===== src/rtl/movcpu_pkg.sv =====
package movcpu_pkg;

    // One-hot instruction steps, taken in list order
    typedef enum logic [5:0] {
        ST_SRC_LO = 6'b000001,
        ST_SRC_HI = 6'b000010,
        ST_DST_LO = 6'b000100,
        ST_DST_HI = 6'b001000,
        ST_EXE_RD = 6'b010000,
        ST_EXE_WR = 6'b100000
    } step_e;

    // Register window decode (behavioural addresses)
    localparam int unsigned REG_SINK = 0;
    localparam int unsigned REG_PCL  = 1;
    localparam int unsigned REG_PCH  = 3;
    localparam int unsigned REG_PTRL = 5;
    localparam int unsigned REG_PTRH = 7;
    localparam int unsigned REG_PORT = 8;

endpackage


===== src/rtl/movcpu_seq.sv =====
module movcpu_seq
    import movcpu_pkg::*;
(
    input  logic  clk,
    input  logic  rst,
    output step_e step
);

    step_e step_nxt;

    always_ff @(posedge clk) begin
        if (rst) step <= ST_SRC_LO;
        else     step <= step_nxt;
    end

    always_comb begin
        unique case (step)
            ST_SRC_LO: step_nxt = ST_SRC_HI;
            ST_SRC_HI: step_nxt = ST_DST_LO;
            ST_DST_LO: step_nxt = ST_DST_HI;
            ST_DST_HI: step_nxt = ST_EXE_RD;
            ST_EXE_RD: step_nxt = ST_EXE_WR;
            ST_EXE_WR: step_nxt = ST_SRC_LO;
            default:   step_nxt = ST_SRC_LO;
        endcase
    end


    step_onehot_chk: assert property (@(posedge clk) disable iff (rst)
        $countones(step) == 1);


    wrap_to_fetch_chk: assert property (@(posedge clk) disable iff (rst)
        step == ST_EXE_WR |=> step == ST_SRC_LO);


    reset_entry_chk: assert property (@(posedge clk) disable iff (rst)
        $past(rst) |-> step == ST_SRC_LO);

endmodule


===== src/rtl/movcpu_bus.sv =====
module movcpu_bus
    import movcpu_pkg::*;
#(
    parameter int DATA_W  = 8,
    parameter int ADDR_W  = 16,
    parameter int LOW_WIN = 16
) (
    input  step_e              step,
    input  logic [ADDR_W-1:0]  pc,
    input  logic [ADDR_W-1:0]  src,
    input  logic [ADDR_W-1:0]  dst,
    input  logic [ADDR_W-1:0]  ptr,
    input  logic [DATA_W-1:0]  data_q,
    input  logic [DATA_W-1:0]  mem_rdata,
    output logic [ADDR_W-1:0]  eff_addr,
    output logic [DATA_W-1:0]  rd_byte,
    output logic [ADDR_W-1:0]  mem_addr,
    output logic               mem_rd,
    output logic               mem_wr,
    output logic [DATA_W-1:0]  mem_wdata,
    output logic               claim
);

    logic              fetch;
    logic              low;
    logic [ADDR_W-1:0] raw;
    logic [DATA_W-1:0] int_byte;

    always_comb begin
        fetch = !(step == ST_EXE_RD || step == ST_EXE_WR);
        if (fetch)                  raw = pc;
        else if (step == ST_EXE_RD) raw = src;
        else                        raw = dst;

        if (!fetch && raw == ADDR_W'(REG_PORT)) eff_addr = ptr;
        else                                     eff_addr = raw;

        low = eff_addr < ADDR_W'(LOW_WIN);

        if (eff_addr == ADDR_W'(REG_PCL))      int_byte = pc[DATA_W-1:0];
        else if (eff_addr == ADDR_W'(REG_PCH)) int_byte = pc[ADDR_W-1:DATA_W];
        else                                   int_byte = '0;

        rd_byte   = low ? int_byte : mem_rdata;
        mem_addr  = eff_addr;
        mem_rd    = !low && (step != ST_EXE_WR);
        mem_wr    = !low && (step == ST_EXE_WR);
        mem_wdata = data_q;
        claim     = low;
    end

endmodule


===== src/rtl/movcpu_regs.sv =====
module movcpu_regs
    import movcpu_pkg::*;
#(
    parameter int DATA_W = 8,
    parameter int ADDR_W = 16
) (
    input  logic               clk,
    input  logic               rst,
    input  step_e              step,
    input  logic [ADDR_W-1:0]  eff_addr,
    input  logic [DATA_W-1:0]  rd_byte,
    output logic [ADDR_W-1:0]  pc,
    output logic [ADDR_W-1:0]  src,
    output logic [ADDR_W-1:0]  dst,
    output logic [ADDR_W-1:0]  ptr,
    output logic [DATA_W-1:0]  data_q
);

    logic [DATA_W-1:0] stage;

    always_ff @(posedge clk) begin
        if (rst) begin
            pc     <= '0;
            stage  <= '0;
            ptr    <= '0;
            src    <= '0;
            dst    <= '0;
            data_q <= '0;
        end else begin
            unique case (step)
                ST_SRC_LO: begin
                    src[DATA_W-1:0] <= rd_byte;
                    pc <= pc + ADDR_W'(1);
                end
                ST_SRC_HI: begin
                    src[ADDR_W-1:DATA_W] <= rd_byte;
                    pc <= pc + ADDR_W'(1);
                end
                ST_DST_LO: begin
                    dst[DATA_W-1:0] <= rd_byte;
                    pc <= pc + ADDR_W'(1);
                end
                ST_DST_HI: begin
                    dst[ADDR_W-1:DATA_W] <= rd_byte;
                    pc <= pc + ADDR_W'(1);
                end
                ST_EXE_RD: data_q <= rd_byte;
                ST_EXE_WR: begin
                    if (eff_addr == ADDR_W'(REG_PCL))  pc <= {stage, data_q};
                    if (eff_addr == ADDR_W'(REG_PCH))  stage <= data_q;
                    if (eff_addr == ADDR_W'(REG_PTRL)) ptr[DATA_W-1:0] <= data_q;
                    if (eff_addr == ADDR_W'(REG_PTRH)) ptr[ADDR_W-1:DATA_W] <= data_q;
                end
                default: ;
            endcase
        end
    end


    pc_advance_chk: assert property (@(posedge clk) disable iff (rst)
        (step == ST_SRC_LO || step == ST_SRC_HI || step == ST_DST_LO || step == ST_DST_HI)
        |=> pc == $past(pc) + ADDR_W'(1));


    pc_load_chk: assert property (@(posedge clk) disable iff (rst)
        (step == ST_EXE_WR && eff_addr == ADDR_W'(REG_PCL))
        |=> pc == {$past(stage), $past(data_q)});


    pch_hold_chk: assert property (@(posedge clk) disable iff (rst)
        (step == ST_EXE_WR && eff_addr == ADDR_W'(REG_PCH)) |=> $stable(pc));


    reset_pc_chk: assert property (@(posedge clk) disable iff (rst)
        $past(rst) |-> pc == '0);

endmodule


===== src/rtl/movcpu_core.sv =====
module movcpu_core
    import movcpu_pkg::*;
#(
    parameter int DATA_W  = 8,
    parameter int ADDR_W  = 16,
    parameter int LOW_WIN = 16
) (
    input  logic              clk,
    input  logic              rst,
    output logic [ADDR_W-1:0] mem_addr,
    output logic              mem_rd,
    output logic              mem_wr,
    output logic [DATA_W-1:0] mem_wdata,
    input  logic [DATA_W-1:0] mem_rdata,
    output logic              bus_claim
);

    step_e             step;
    logic [ADDR_W-1:0] pc, src, dst, ptr, eff_addr;
    logic [DATA_W-1:0] data_q, rd_byte;

    movcpu_seq u_seq (
        .clk  (clk),
        .rst  (rst),
        .step (step)
    );

    movcpu_regs #(.DATA_W(DATA_W), .ADDR_W(ADDR_W)) u_regs (
        .clk      (clk),
        .rst      (rst),
        .step     (step),
        .eff_addr (eff_addr),
        .rd_byte  (rd_byte),
        .pc       (pc),
        .src      (src),
        .dst      (dst),
        .ptr      (ptr),
        .data_q   (data_q)
    );

    movcpu_bus #(.DATA_W(DATA_W), .ADDR_W(ADDR_W), .LOW_WIN(LOW_WIN)) u_bus (
        .step      (step),
        .pc        (pc),
        .src       (src),
        .dst       (dst),
        .ptr       (ptr),
        .data_q    (data_q),
        .mem_rdata (mem_rdata),
        .eff_addr  (eff_addr),
        .rd_byte   (rd_byte),
        .mem_addr  (mem_addr),
        .mem_rd    (mem_rd),
        .mem_wr    (mem_wr),
        .mem_wdata (mem_wdata),
        .claim     (bus_claim)
    );


    claim_excl_chk: assert property (@(posedge clk) disable iff (rst)
        bus_claim |-> !(mem_rd || mem_wr));


    sink_quiet_chk: assert property (@(posedge clk) disable iff (rst)
        (mem_addr == ADDR_W'(REG_SINK)) |-> !mem_wr);

endmodule


===== config.mk =====
export PLATFORM = sky130hd
export DESIGN_NAME = movcpu_core
export DESIGN_NICKNAME = d
export VERILOG_FILES = /design/src/rtl/movcpu_pkg.sv /design/src/rtl/movcpu_seq.sv /design/src/rtl/movcpu_bus.sv /design/src/rtl/movcpu_regs.sv /design/src/rtl/movcpu_core.sv
export SDC_FILE = /design/constraint.sdc
export NUM_CORES = 1
export LEC_CHECK = 0
export ABC_CLOCK_PERIOD_IN_PS = 8200
export BUFFER_PORTS_ARGS = -buffer_cell sky130_fd_sc_hd__buf_2
export CORE_MARGIN = 2
export CORE_UTILIZATION = 40
export CTS_BUF_LIST = sky130_fd_sc_hd__clkbuf_2
export CTS_CLUSTER_SIZE = 16
export DETAILED_ROUTE_END_ITERATION = 6
export SLEW_MARGIN = 0
export SYNTH_ARGS = -nofsm -noshare
export SYNTH_HDL_FRONTEND = slang
export SYNTH_SLANG_ARGS = --single-unit

===== constraint.sdc =====
create_clock -name clk -period 8.2 [get_ports clk]
set_clock_uncertainty 0.15 [all_clocks]
set_input_delay 0.41 -clock clk [delete_from_list [all_inputs] [get_ports clk]]
set_output_delay 0.41 -clock clk [all_outputs]
set_load 0.02 [all_outputs]

After elaboration in Yosys (flattened, before gate mapping)

Index checks and enable logic that the tools add are counted.

Output and inout bits: 27
Register bits: 86
Input bits: 10
Logic and storage cells: 45

Reduce and logical (&&, ||, !) cells: 11
$lt $le $gt $ge: 1
Mux-type cells: 9
Equal/unequal tests: 13
$add $sub $neg: 1

Operator list:

| operator                                                     | number |
|---|---|
| two-way mux 16 bit                                           | 4 |
| == test 16 x 3 -> 1 bit (second input constant)              | 2 |
| case mux 16 bit (2 select lines)                             | 1 |
| case mux 6 bit (5 select lines)                              | 1 |
| two-way mux 8 bit                                            | 3 |
| adder 16 x 1 -> 16 bit (second input constant)               | 1 |
| == test 16 x 1 -> 1 bit (second input constant)              | 1 |
| == test 16 x 2 -> 1 bit (second input constant)              | 1 |
| == test 16 x 4 -> 1 bit (second input constant)              | 1 |
| less-than comparator 16 x 5 -> 1 bit (second input constant) | 1 |
| AND reduction 2 bit                                          | 4 |
| == test 6 x 1 -> 1 bit (second input constant)               | 1 |
| == test 6 x 2 -> 1 bit (second input constant)               | 1 |
| == test 6 x 3 -> 1 bit (second input constant)               | 1 |
| == test 6 x 4 -> 1 bit (second input constant)               | 1 |
| == test 6 x 5 -> 1 bit (second input constant)               | 1 |
| == test 6 bit (second input constant)                        | 1 |
| != test 6 bit (second input constant)                        | 1 |
| OR reduction 4 bit                                           | 1 |
| logical AND 1 bit                                            | 3 |
| != test 2 x 1 -> 1 bit (second input constant)               | 1 |
| nonzero test 2 bit                                           | 1 |
| zero test 1 bit                                              | 1 |
| logical OR 1 bit                                             | 1 |

Longest topological paths before layout

Word-level depth: 10
Depth in mapped cells: 14

Cells and area by module

From an unflattened synthesis, not the netlist that was laid out.

Cells, all modules: 611
Area, all modules: 5163.7 um^2

Modules (own cells, without submodules):

| module      | times used | cells an instance | area an instance (um^2) |
|---|---|---|---|
| movcpu_regs | 1          | 374               | 3502.1 |
| movcpu_bus  | 1          | 212               | 1426.4 |
| movcpu_seq  | 1          | 25                | 235.2 |

Least setup slack after synthesis

Ideal clock, no wire load.

Path kind: register to output
From: reg u_seq.step[2]
To: out mem_wr
Slack: 5.017 ns
Cell stages (with the launch flop): 12
Arrival time: 2.623 ns
Path through: dfxtp_1 or4_1 buf_2 buf_6 nor2_1 o22ai_1 a21oi_1 nor3_1 o211a_1 buf_6 buf_2 nor3_1

Word-level cells in the longest chain between the ends: 9
Elaborated cells between the ends (all ways): 11
Those cells by class: 1 x order compare; 3 x eq/ne; 3 x mux; 4 x reduce/logical

RTL lines:

| element                                                        | RTL line                           | text |
|---|---|---|
| from (decl)                                                    | movcpu_seq.sv:6                    | `output step_e step` |
| from (signal assigned)                                         | movcpu_seq.sv:13                   | `else step <= step_nxt;` |
| == test 6 x 5 -> 1 bit / == test 6 bit (equally long branches) | movcpu_bus.sv:30, movcpu_bus.sv:32 |  |
| two-way mux 16 bit / logical OR 1 bit (equally long branches)  | movcpu_bus.sv:32, movcpu_bus.sv:30 |  |
| two-way mux 16 bit                                             | movcpu_bus.sv:31                   | `if (fetch) raw = pc;` |
| == test 16 x 4 -> 1 bit                                        | movcpu_bus.sv:35                   | `if (!fetch && raw == ADDR_W'(REG_PORT)) eff_addr = ptr;` |
| logical AND 1 bit                                              | movcpu_bus.sv:35                   |  |
| two-way mux 16 bit *                                           | movcpu_bus.sv:35                   |  |
| less-than comparator 16 x 5 -> 1 bit *                         | movcpu_bus.sv:38                   | `low = eff_addr < ADDR_W'(LOW_WIN);` |
| net bus_claim                                                  | movcpu_core.sv:15                  | `output logic bus_claim` |
| zero test 1 bit *                                              | movcpu_bus.sv:47                   | `mem_wr = !low && (step == ST_EXE_WR);` |
| logical AND 1 bit *                                            | movcpu_bus.sv:47                   |  |
| to (decl)                                                      | movcpu_core.sv:12                  | `output logic mem_wr,` |

The timed path passes the listed nets; every way through them passes the cells marked *.

Worst setup path after layout

From: reg u_seq.step[3]
To: out mem_addr[1]

Word-level cells in the longest chain between the ends: 6
Elaborated cells between the ends (all ways): 8
Those cells by class: 3 x eq/ne; 3 x mux; 2 x reduce/logical

RTL lines:

| element                                                        | RTL line                           | text |
|---|---|---|
| == test 6 x 5 -> 1 bit / == test 6 bit (equally long branches) | movcpu_bus.sv:30, movcpu_bus.sv:32 |  |
| two-way mux 16 bit / logical OR 1 bit (equally long branches)  | movcpu_bus.sv:32, movcpu_bus.sv:30 |  |
| two-way mux 16 bit                                             | movcpu_bus.sv:31                   |  |
| == test 16 x 4 -> 1 bit                                        | movcpu_bus.sv:35                   |  |
| logical AND 1 bit                                              | movcpu_bus.sv:35                   |  |
| two-way mux 16 bit *                                           | movcpu_bus.sv:35                   |  |
| to (decl)                                                      | movcpu_core.sv:10                  | `output logic [ADDR_W-1:0] mem_addr,` |

Every way passes the cells marked *; elsewhere a longest branch is shown, timed or not.

==> flow_summary.yaml <==
grt:
  track_usage_pct: 23.0
  grt_pass1_wl_mm: 22.4
  grt_pass1_vias: 4002
  grt_max_degree: 88
  overflow: 0
  antenna_found_initial: 0
floorplanning:
  fp.dieArea_sq_um: 12400
  die_h_um: 111
  io-pin-count: 37
  die_w_um: 111
  row_count: 39
  start_util_pct: 40.8
  design.core.area_sq_um: 11300
yosys:
  synth_nets: 573
  ys_seq_area_share_pct: 37.3
  synth_top_area_share_pct: 37.3
  synth_cells: 562
  synthArstFlopShare_pct: 0
  synth-edff-count: 0
  yosysTopAreaCell: "dfxtp_1"
  yosys_warnings: 0
  avgSynthCellArea_sq_um: 8.22
  synth.most_common_cell: "dfxtp_1"
  yosysUniqueCellTypes: 55
  ys_seq_elements: 86
  synth.top_cells.by_count: "86 x dfxtp_1, 69 x nor2_1, 59 x mux2i_1"
  synth.cell_area_sq_um: 4620
  synth_flop_cell: "dfxtp_1"
  synth_area_leaders: "dfxtp_1 37%, mux2i_1 13%, nor2_1 5.6%"
clock_tree:
  cts_tree: "yes"
  cts-resized-gates: 0
  cts-hold-fix-buffers: 0
  cts-buffers-inserted: 9
  clock_latency_ps: 610
  clk_path_buf_depth: 2
  clkSlewWorstSetupHoldPaths_ps: 230
  cts.sinks: 86
  cts_post_setup_buffers_inserted: 0
  cts_root_buffer: "clkbuf_2"
  htree_levels: 3
sta:
  tightest_slew_ps: 961
  finalSetupViolCount: 0
  report.final.slew_viol_count: 0
  fin_tns_setup_ps: 0
  hold_viol_final: 0
  finalCriticalPeriod_ps: 4980
  slew-limit-headroom_pct: 35.7
  max_freq_mhz: 201
  rsz0062_at_grt: "no"
  finalCritPeriodShare_pct: 60.7
pwr:
  leakagePower_nw: 1.98
  vdd.ir_drop.worst_mv: 0.0825
  powerDensity_nw_per_um2: 198
drt:
  vias_per_cell: 5.93
  drc: 0
  routed_wl_mm: 14.0
  drt_iter0_drc: 313
  ant_nets: 0
  wl_per_cell_um: 19.5
  drt-pass1-iter-count: 5
  via_count: 4248
critical_path:
  critPathMaxStageDelay_ps: 910
  cp.required_ps: 7640
  rr_worst_depth: 9
  regToRegEndpoint: "u_regs.pc[6]$_SDFFE_PP0P_"
  endpoint_kind: "output pin"
  arrival_ps: 4420
  critical-path-top-delay-family: "simple AND/OR/NAND/NOR gates"
  critPathSlowestCell: "or4_1"
  crit_type: "flip-flop to output pin"
  crit_path_end: "mem_addr[1]"
  reg2reg_from: "u_seq.step[3]$_SDFF_PP0_"
  critPathLaunch: "u_seq.step[3]$_SDFF_PP0_"
  crit_buf_inv: 2
  start_kind: "flip-flop"
  path_common_cell: "and3_1"
  path_cells: "or4_1, nor2_1, a221o_1, and3_1, and3_1, a21oi_4, inv_4, buf_2"
  crit_fanout: 19
  path_depth: 8
  rrSetupSlack_ps: 3380
final_layout:
  antenna_cells: 0
  multi_input_area_sq_um: 2650
  drive_above_1_share_pct: 12.9
  post-route-util_pct: 43.4
  seq_area_sq_um: 1720
  final_nets: 579
  area.growth.synth_to_final_pct: 6.28
  nFillCells: 1192
min_path:
  hold_path_class: "primary input to flip-flop"
place:
  portBuffers: 36
  dpl.hpwl_mm: 9.95
  gp_congestion: 0.899
run_status:
  status: "complete, no violations"
run:
  maxCapViolCount: 0
-- kinds of logic (layout without fill, tap and decap cells) --
| group | count (synthesis) | count (layout) | share of synthesized area (%) |
|---|---|---|---|
| adders and majority gates | 1 | 1 | 0.271 |
| AOI/OAI and AO/OA | 139 | 139 | 20.8 |
| muxes | 62 | 62 | 13.5 |
| DFF | 86 | 86 | 37.3 |
| buffers and inverters | 56 | 67 | 5.39 |
| and+or+nand+nor | 217 | 217 | 22.5 |
| xor gates and xnor gates | 1 | 1 | 0.190 |
-- registers in the layout (all words and copies together), names as in the netlist --
register / count
u_regs.ptr: 16
u_regs.src: 16
u_regs.stage: 8
u_regs.dst: 16
u_seq.step: 6
u_regs.pc: 16
u_regs.data_q: 8
-- final cells by class --
type,count,area share (%)
Tap cell,143,3.64
Sequential cell,86,35.1
Clock inverter,6,1.22
Timing Repair Buffer,39,4.13
Clock buffer,10,1.02
Multi-Input combinational cell,420,54.0
Inverter,12,0.968
-- how the worst min path moves through the flow --
stage	startpoint	end	slack [ps]	depth (start not counted)
floorplan	u_regs.dst[11]$_SDFFE_PP0P_	u_regs.dst[11]$_SDFFE_PP0P_	290	2
global placement	u_regs.dst[2]$_SDFFE_PP0P_	u_regs.dst[2]$_SDFFE_PP0P_	290	2
detailed placement	u_regs.dst[4]$_SDFFE_PP0P_	u_regs.dst[4]$_SDFFE_PP0P_	300	2
CTS	mem_rdata[3]	u_regs.src[11]$_SDFFE_PP0P_	90	4
global route	mem_rdata[3]	u_regs.src[11]$_SDFFE_PP0P_	140	4
finish	mem_rdata[3]	u_regs.src[11]$_SDFFE_PP0P_	110	4
-- tightest hold or removal path, stage by stage --
cell and delay [ps]:
buf_2 100, nor2b_1 200, nand2_1 90, a21oi_1 50
-- metal layers --
metal / routed length, um / vias to the layer above / track usage, %
li1: - / 2036 / -
met3: 819 / 30 / 4.35
met5: 0 / - / 0
met4: 357 / 0 / 9.38
met1: 6330 / 2048 / 31.1
met2: 6470 / 134 / 36.2
-- metrics by stage --
stage	setup slack, ps	power [mW]	hold slack [ps]	instance area (sq um)	std cells
after CTS	3250	0.973	93.6	4910	716
after floorplan	5020	0.701	287	4620	562
after detailed placement	3440	0.754	303	4800	700
after global placement	3590	0.750	294	4800	700
after global routing	2950	1.02	140	4910	716
final	3220	0.974	114	4910	716
-- placed cells by master (no fill, tap or decap), drive strengths merged, types with 3 or more instances in the layout --
cell type | Yosys | routed
a211oi | 16 | 16
clkinv | 2 | 5
or2 | 4 | 4
and3 | 7 | 7
nor2b | 8 | 8
buf | 17 | 39
a21oi | 39 | 39
inv | 10 | 11
mux2i | 59 | 59
nor2 | 70 | 70
nand2 | 58 | 58
nand2b | 4 | 4
o2bb2ai | 10 | 10
o31ai | 11 | 11
a21o | 14 | 14
o21ai | 18 | 18
nand3b | 3 | 3
clkbuf | 27 | 10
mux2 | 3 | 3
nand4 | 5 | 5
nor4 | 6 | 6
o22ai | 19 | 19
dfxtp | 86 | 86
nand3 | 24 | 24
nor3 | 20 | 20
-- report_power, final --
group	total, mW	internal [mW]	switching, mW
clock	0.223	0.0705	0.152
combinational	0.291	0.113	0.178
sequential	0.460	0.433	0.0276
Note: power is estimated with default switching activity, not from simulation.
